### src/rtl/abuf_pkg.sv
package abuf_pkg;
  localparam int DATA_W_DEF = 22;
  localparam int CS_W_DEF   = 2;
  localparam int CKE_W_DEF  = 2;
  localparam int ODT_W_DEF  = 2;
  localparam int NCOPY      = 2;

  function automatic logic odd_count(input logic [63:0] v, input int w);
    logic acc;
    acc = 1'b0;
    for (int i = 0; i < 64; i++)
      if (i < w) acc = acc ^ v[i];
    return acc;
  endfunction
endpackage

### src/rtl/abuf_gate.sv
module abuf_gate #(
  parameter int CS_W = 2
) (
  input  logic            gate_en,
  input  logic [CS_W-1:0] cs_n,
  output logic            capture
);
  // No rank is addressed when every active-low select is high.
  logic idle;
  assign idle    = &cs_n;
  assign capture = !(gate_en && idle);
endmodule

### src/rtl/abuf_lane.sv
module abuf_lane #(
  parameter int DATA_W = 22,
  parameter int CTL_W  = 6
) (
  input  logic              clk,
  input  logic              rst,
  input  logic              capture,
  input  logic [DATA_W-1:0] d,
  input  logic [CTL_W-1:0]  ctl,
  output logic [DATA_W-1:0] q_d,
  output logic [CTL_W-1:0]  q_ctl
);
  always_ff @(posedge clk) begin
    if (rst) begin
      q_d   <= '0;
      q_ctl <= '0;
    end else begin
      q_ctl <= ctl;
      if (capture) q_d <= d;
    end
  end

  // reset wins over capture and gating
  a_r1_lane_clear: assert property (@(posedge clk)
    rst |=> (q_d == '0 && q_ctl == '0));
  a_r2_load: assert property (@(posedge clk) disable iff (rst)
    capture |=> q_d == $past(d));
  a_r4_hold: assert property (@(posedge clk) disable iff (rst)
    !capture |=> $stable(q_d));
  a_r6_ctl_follow: assert property (@(posedge clk) disable iff (rst)
    !capture |=> q_ctl == $past(ctl));
endmodule

### src/rtl/abuf_parity.sv
module abuf_parity #(
  parameter int DATA_W = 22
) (
  input  logic              clk,
  input  logic              rst,
  input  logic              capture,
  input  logic [DATA_W-1:0] d,
  input  logic              par_in,
  output logic              err_n
);
  import abuf_pkg::*;

  localparam int CHK_W = DATA_W + 1;

  logic pend_vld;
  logic pend_bad;
  logic word_odd;

  assign word_odd = odd_count(64'({par_in, d}), CHK_W);

  // Stage 1: parity of the word taken at the capturing edge.
  // Stage 2: flag updated one clock later, only for captured words.
  always_ff @(posedge clk) begin
    if (rst) begin
      pend_vld <= 1'b0;
      pend_bad <= 1'b0;
      err_n    <= 1'b1;
    end else begin
      pend_vld <= capture;
      pend_bad <= word_odd;
      if (pend_vld) err_n <= !pend_bad;
    end
  end

  a_r1_err_idle: assert property (@(posedge clk)
    rst |=> err_n);
  a_r8_err_hold: assert property (@(posedge clk) disable iff (rst)
    !pend_vld |=> $stable(err_n));
  a_r7_err_flag: assert property (@(posedge clk) disable iff (rst)
    capture |=> ##1 (err_n == !$past(word_odd, 2)));
endmodule

### src/rtl/cmd_addr_regbuf.sv
module cmd_addr_regbuf #(
  parameter int DATA_W = abuf_pkg::DATA_W_DEF,
  parameter int CS_W   = abuf_pkg::CS_W_DEF,
  parameter int CKE_W  = abuf_pkg::CKE_W_DEF,
  parameter int ODT_W  = abuf_pkg::ODT_W_DEF
) (
  input  logic              clk,
  input  logic              rst,
  input  logic              gate_en,
  input  logic [DATA_W-1:0] d_in,
  input  logic [CS_W-1:0]   cs_n_in,
  input  logic [CKE_W-1:0]  cke_in,
  input  logic [ODT_W-1:0]  odt_in,
  input  logic              par_in,
  output logic [DATA_W-1:0] q_data_a,
  output logic [DATA_W-1:0] q_data_b,
  output logic [CS_W-1:0]   q_cs_n_a,
  output logic [CS_W-1:0]   q_cs_n_b,
  output logic [CKE_W-1:0]  q_cke_a,
  output logic [CKE_W-1:0]  q_cke_b,
  output logic [ODT_W-1:0]  q_odt_a,
  output logic [ODT_W-1:0]  q_odt_b,
  output logic              par_err_n
);
  import abuf_pkg::*;

  localparam int CTL_W = CS_W + CKE_W + ODT_W;

  logic              capture;
  logic [CTL_W-1:0]  ctl_in;
  logic [DATA_W-1:0] lane_d   [NCOPY];
  logic [CTL_W-1:0]  lane_ctl [NCOPY];

  assign ctl_in = {cs_n_in, cke_in, odt_in};

  abuf_gate #(.CS_W(CS_W)) u_gate (
    .gate_en (gate_en),
    .cs_n    (cs_n_in),
    .capture (capture)
  );

  // One register set per output copy, so that each copy drives its own load.
  for (genvar c = 0; c < NCOPY; c++) begin : g_copy
    abuf_lane #(.DATA_W(DATA_W), .CTL_W(CTL_W)) u_lane (
      .clk     (clk),
      .rst     (rst),
      .capture (capture),
      .d       (d_in),
      .ctl     (ctl_in),
      .q_d     (lane_d[c]),
      .q_ctl   (lane_ctl[c])
    );
  end

  abuf_parity #(.DATA_W(DATA_W)) u_par (
    .clk     (clk),
    .rst     (rst),
    .capture (capture),
    .d       (d_in),
    .par_in  (par_in),
    .err_n   (par_err_n)
  );

  assign q_data_a = lane_d[0];
  assign q_data_b = lane_d[1];
  assign {q_cs_n_a, q_cke_a, q_odt_a} = lane_ctl[0];
  assign {q_cs_n_b, q_cke_b, q_odt_b} = lane_ctl[1];

  a_r3_copies_match: assert property (@(posedge clk) disable iff (rst)
    (q_data_a == q_data_b) && (lane_ctl[0] == lane_ctl[1]));
  a_r5_strap_off: assert property (@(posedge clk) disable iff (rst)
    !gate_en |=> q_data_a == $past(d_in));
  a_r9_reset_over_gate: assert property (@(posedge clk)
    (rst && gate_en && (&cs_n_in)) |=> (q_data_a == '0 && q_data_b == '0));
  a_r6_ctl_ports: assert property (@(posedge clk) disable iff (rst)
    capture |=> {q_cs_n_b, q_cke_b, q_odt_b} == $past(ctl_in));
endmodule

### config.mk
export PLATFORM = sky130hd
export DESIGN_NAME = cmd_addr_regbuf
export DESIGN_NICKNAME = d
export VERILOG_FILES = /design/src/rtl/abuf_pkg.sv /design/src/rtl/abuf_gate.sv /design/src/rtl/abuf_lane.sv /design/src/rtl/abuf_parity.sv /design/src/rtl/cmd_addr_regbuf.sv
export SDC_FILE = /design/constraint.sdc
export NUM_CORES = 1
export LEC_CHECK = 0
export CORE_ASPECT_RATIO = 0.5
export CORE_UTILIZATION = 40
export DETAILED_ROUTE_END_ITERATION = 7
export DONT_BUFFER_PORTS = 1
export SLEW_MARGIN = 20
export SYNTH_ARGS = -nofsm -noshare
export SYNTH_HDL_FRONTEND = slang
export SYNTH_SLANG_ARGS = --single-unit
### constraint.sdc
create_clock -name clk -period 3.56 [get_ports clk]
set_clock_uncertainty 0.2 [all_clocks]
set_input_delay 0.178 -clock clk [delete_from_list [all_inputs] [get_ports clk]]
set_output_delay 0.178 -clock clk [all_outputs]
set_load 0.005 [all_outputs]
==> summary.md, run 1 <==
| Metric | Value |
|---|---|
| RSZ-0062 raised after global routing | no |
| Port-buffer cells | 0 |
| Most common cell in the netlist | nand2_1 |
| Resized Gates After CTS | 0 |
| Total Wirelength | 2920 um |
| Worst Tran Pin Value | 901 ps |
| Run status | completed |
| H-tree depth | 2 |
| Postcts setup bufs | 0 |
| Synth Flop Type | dfxtp_1 |
| Die ar. | 3770 um^2 |
| Core box area | 3170 um^2 |
| Critical path data arrival time | 1720 ps |
| Mean Syn Cell Area | 8.41 um^2 |
| PD cells | 500 nW/um^2 |
| Seq cells post-synth | 31 |
| Lkg Pwr | 0.642 nW |
| Share of the synthesized area in the top cell type | 44.2% |
| Initial antenna violation count | 0 |
| Critical Path Sink Type | flip-flop |
| TritonCTS clock tree | done |
| # IOs | 89 |
| Clock period minus worst slack | 1760 ps |
| Final ANT Viol Nets | 0 |
| Fin area | 1600 um^2 |
| Required time of the critical path | 3520 ps |
| GRT overflow | 0 |
| Root Driver | clkbuf_8 |
| Overall die height | 43.9 um |
| Max Cap Viol | 0 |
| Post-synthesis async set-or-reset flop share | 0% |
| Maximum VDD drop | 0.211 mV |
| Synth area leader | dfxtp_1 |
| TritonCTS Buffers | 5 |
| Vias per std cell | 4.62 |
| Share of cells above drive strength 1 | 4.79% |
| Crit path max fanout | 22 |
| Worst-path clk slew | 60 ps |
| Area delta synth->final | 13.7% |
| DRC | 0 |
| HPWL after DPL | 1770 um |
| Synth area leaders | dfxtp_1, buf_4, nand2_1, xnor2_1, a21oi_1 |
| Post-route setup TNS | 0 ps |
| Nets | 199 |
| Mapped Area | 1410 um^2 |
| Crit Path Class | in2reg |
| Synth Net Count | 199 |
| Synth cell count leaders | nand2_1, dfxtp_1, buf_4 |
| Via count of the first global-routing pass | 1002 |
| Via Count | 993 |
| Wire per inst | 13.6 um |
| Register area share after synthesis | 44.2% |
| Worst-Skew Late Latency | 270 ps |
| Placer Congestion | 0.608 |
| CTS Sinks | 31 |
| Final setup margin | 1800 ps |
| Setup Slack @ Placement | 2020 ps |
| Worst hold path type | in2reg |
| Unique cell type count in the Yosys netlist | 14 |
| Slew HR | 39.7% |
| Site row count | 14 |
| Worst setup SP type | primary input |
| N_diodes | 0 |
| Drt first pass iters | 4 |
| Post-synth EDFFs | 0 |
| Period Utilization, post-route | 49.5% |
| 1st-iter DRT viols | 25 |
| Clk buf depth | 2 |
| Die Wd | 85.8 um |
| Setup-failing EPs final | 0 |
| Hold Vio Cnt, Final | 0 |
| Post-DP Area | 1220 um^2 |
| Mapped Cells | 167 |
| Largest net degree at the start of global routing | 32 |
| Slew Limit Fails | 0 |
| Initial core utilization | 44.3% |
| Ys Warns | 0 |
| Gr usage total | 16.5% |
| Fmax | 568 MHz |
| First-pass GRT wire length | 4520 um |
==> path summary, 6_finish.rpt <==
check                      startpoint                       end  slack [ps]  depth (start not counted)
max                           gate_en  g_copy[1].u_lane.q_d[14]        1800                          4
min                               rst            u_par.pend_vld         190                          2
max reg2reg  g_copy[1].u_lane.q_d[14]  g_copy[1].u_lane.q_d[14]        2160                          3
min reg2reg            u_par.pend_vld               u_par.err_n         280                          2
==> report_power, final <==
part | internal (mW) | switching [mW] | leakage, nW
clock network | 0.151 | 0.121 | 0.0470
logic | 0.0777 | 0.0507 | 0.337
registers | 0.373 | 0.0243 | 0.258
total | 0.603 | 0.196 | 0.642
==> registers in the layout, indices dropped and copies added, names as in the netlist <==
name,count
u_par.pend_bad,1
g_copy.u_lane.q_ctl,6
u_par.err_n,1
u_par.pend_vld,1
g_copy.u_lane.q_d,22
==> final cells by class <==
type                    instances  area, um^2
clock buffers                   6        82.6
clock inverters                 1        5.00
fillers                       312        1570
multi-input cells             100         544
flip-flops and latches         31         621
well taps                      48        60.1
repair buffers                 29         285
==> critical path, stage by stage <==
cell and delay, ps:
nand3_1 620, nand2_1 260, a21oi_1 80, dlygate4sd3_1 580
==> metrics by stage <==
stage | util (%) | power [mW] | cells | hold WS, ps
after floorplan | - | 0.514 | 167 | 49.6
after global placement | 38.6 | 0.502 | 179 | 50.8
after detailed placement | 38.6 | 0.505 | 179 | 51.7
after CTS | 50.6 | 0.811 | 215 | 262
after global routing | 50.4 | 0.842 | 215 | 220
final | 50.4 | 0.799 | 215 | 187
==> layer usage <==
metal | global-route usage [%] | wire length [um] | share of wire [%] | vias to the layer above
met5 | 0 | 0 | 0 | -
met4 | 4.33 | 0 | 0 | 0
met3 | 8.76 | 293 | 10 | 0
met2 | 29.1 | 1400 | 48 | 42
met1 | 17.9 | 1230 | 42 | 458
li1 | - | - | - | 493
==> logic make-up after synthesis <==
group | share of synthesized area (%)
compound gates | 8.19
xor+xnor | 14.1
buf+inv | 17.1
flops | 44.2
simple gates | 16.5
==> cells in the final DEF (no fill, tap or decap), drive strengths merged <==
cell	n
nand2b	1
nand2	45
dlygate4sd3	28
dfxtp	31
buf	1
nor2	2
a21oi	22
nand3	1
clkinv	1
clkbuf	6
o21ai	1
xor2	4
nor2b	6
and3	1
xnor2	16
xnor3	1
==> timing repair <==
item / CTS / global route
endpoints found under the setup margin: 0 / 0
hold buffers: 29 / 0
hold endpoints to repair: 31 / 0
Power figures use the tool's default switching activity.
==> run 2: changes to the inputs <==
--- a/config.mk
+++ b/config.mk
@@ -5,6 +5,7 @@
 export SDC_FILE = /design/constraint.sdc
 export NUM_CORES = 1
 export LEC_CHECK = 0
+export ABC_AREA = 1
 export CORE_ASPECT_RATIO = 0.5
 export CORE_UTILIZATION = 40
 export DETAILED_ROUTE_END_ITERATION = 7
==> constraint.sdc (replaced) <==
create_clock -name clk -period 1.55 [get_ports clk]
set_clock_uncertainty 0.2 [all_clocks]
set_input_delay 0.0775 -clock clk [delete_from_list [all_inputs] [get_ports clk]]
set_output_delay 0.0775 -clock clk [all_outputs]
set_load 0.005 [all_outputs]
==> run 2 against run 1 <==
Compared with the run above: the run now ends with hold timing left; combinational power up 130%; clock power increased to 2.6 times the previous value; clock-buffer cell count is 2 higher; non-clock buffer count up 4; sequential cell count did not move; die area is 10% higher; sequential power is 130% higher; setup slack got worse by 1800 ps; hold slack worse by 200 ps; area after synthesis grew 11%; critical path type unchanged.
==> summary.md, run 2 <==
| Metric | Value |
|---|---|
| Most frequent cells in the layout | nand2_1, dfxtp_1, dlygate4sd3_1 |
| Met1 GRT Util | 16.2% |
| Mapped Area | 1550 um^2 |
| Vias per std cell | 4.70 |
| HPWL after DPL | 2070 um |
| Fin area | 1860 um^2 |
| Post-DP Area | 1400 um^2 |
| Largest registers | g_copy.u_lane.q_d (22), g_copy.u_lane.q_ctl (6) |
| Post-route setup TNS | 0 ps |
| 1st-iter DRT viols | 57 |
| Share of the synthesized area in the top cell type | 40.0% |
| Critical Path Sink Type | flip-flop |
| Overall die height | 46.1 um |
| Nets | 256 |
| Worst hold path type | in2reg |
| TritonCTS clock tree | done |
| Met2 Use GR | 33.0% |
| Critical path data arrival time | 1490 ps |
| Final core utilization | 52.2% |
| Gr busiest metal | met2 |
| Clk buf depth | 2 |
| Mean Syn Cell Area | 7.09 um^2 |
| Share of cells above drive strength 1 | 16.0% |
| R2r startpoint | g_copy[1].u_lane.q_d[18] |
| Final setup margin | 37.9 ps |
| Largest net degree at the start of global routing | 46 |
| N_diodes | 0 |
| Mapped Cells | 219 |
| First-pass GRT wire length | 5250 um |
| R2R setup slack | 630 ps |
| Worst setup SP type | primary input |
| Lkg Pwr | 0.935 nW |
| Die Wd | 90.1 um |
| Root Driver | clkbuf_8 |
| Port-buffer cells | 0 |
| Fmax | 661 MHz |
| Post-synthesis async set-or-reset flop share | 0% |
| Register area share after synthesis | 40.0% |
| # IOs | 89 |
| Setup-failing EPs final | 0 |
| Clock period minus worst slack | 1510 ps |
| Total Wirelength | 3350 um |
| Gr usage total | 16.6% |
| Maximum VDD drop | 0.439 mV |
| Worst Tran Pin Value | 378 ps |
| Most common cell in the netlist | nand2_1 |
| Drt first pass iters | 4 |
| Worst-path clk slew | 70 ps |
| Reg with most FFs | g_copy.u_lane.q_d |
| H-tree depth | 2 |
| Non-filler cells, final | 276 |
| Required time of the critical path | 1530 ps |
| Max reg flops | 22 |
| Via Count | 1298 |
| Slew Limit Fails | 0 |
| Via count of the first global-routing pass | 1263 |
| Final ANT Viol Nets | 0 |
| Post-synth EDFFs | 0 |
| PD cells | 1020 nW/um^2 |
| Worst-Skew Late Latency | 270 ps |
| Crit path from | d_in[16] |
| Initial antenna violation count | 0 |
| Failing checks | hold timing |
| Area delta synth->final | 20.0% |
| Period Utilization, post-route | 97.6% |
| Max Cap Viol | 0 |
| Commonest non-fill, non-tap cell in the layout | nand2_1 |
| Met3 Usage GRT | 7.92% |
| Run status | finished with violations |
| Min-delay src | d_in[0] |
| TritonCTS Buffers | 5 |
| GRT overflow | 0 |
| Initial core utilization | 43.5% |
| Slew HR | 74.8% |
| Synth Flop Type | dfxtp_1 |
| Hold Slack | -15.9 ps |
| Synth Net Count | 251 |
| Total Power | 1.90 mW |
| Unique cell type count in the Yosys netlist | 18 |
| Synth area leader | dfxtp_1 |
| DRC | 0 |
| Hold Vio Cnt, Final | 1 |
| Synth cell count leaders | nand2_1, inv_1, dfxtp_1 |
| Post-Place Cells | 236 |
| Crit Path Class | in2reg |
| Placer Congestion | 0.605 |
| Seq cells post-synth | 31 |
| Wire per inst | 12.1 um |
| Synth area leaders | dfxtp_1, buf_4, nand2_1, inv_1, a21oi_1 |
| Setup Slack @ Placement | 324 ps |
| Crit path max fanout | 2 |
| Die ar. | 4150 um^2 |
| Fillers | 352 |
| CTS Sinks | 31 |
| Site row count | 15 |
| Core box area | 3570 um^2 |
| Ys Warns | 0 |
-- run 2: worst max-delay path: stages --
cell and delay [ps]:
dlygate4sd3_1 560, inv_2 40, nand2_1 90, nand2_1 80
nand3_2 80, nand2_1 60, nand2_1 50, nand2_1 70
nand2_1 70, inv_1 50, nor2_2 110, nand2_1 50
nand2_1 60, nor2_1 40
-- run 2: cell type report --
| cell class | count | area [um^2] | share of cell area (%) |
|---|---|---|---|
| Clock buffer | 8 | 100 | 5.37 |
| Multi-Input combinational cell | 117 | 603 | 32.4 |
| Sequential cell | 31 | 621 | 33.3 |
| Timing Repair Buffer | 33 | 340 | 18.3 |
| Tap cell | 51 | 63.8 | 3.43 |
| Inverter | 36 | 135 | 7.25 |
-- run 2: per-layer routing --
metal,vias up,wire [um]
met4,0,16
met2,49,1670
li1,658,-
met5,-,0
met3,2,278
met1,589,1390
-- run 2: report_power, final --
| group | internal, mW | switching (mW) |
|---|---|---|
| combinational | 0.140 | 0.151 |
| clock | 0.405 | 0.292 |
| sequential | 0.855 | 0.0557 |
-- run 2: repair_timing --
item                                    4_1_cts  5_1_grt
endpoints found under the setup margin        0        1
buffers inserted                              0        2
endpoints found under the hold margin        31        1
hold buffers                                 29        1
gates resized for setup                       0       24
-- run 2: final timing paths --
check,depth (start not counted),end
max,14,u_par.pend_bad
min,3,g_copy[1].u_lane.q_d[0]
max reg2reg,2,g_copy[1].u_lane.q_d[18]
min reg2reg,1,u_par.err_n
-- run 2: logic make-up after synthesis --
family,count (synthesis),share of synthesized area (%)
xor+xnor,6,3.87
simple gates,65,17.1
flops,31,40.0
buf+inv,71,24.3
compound gates,46,14.8
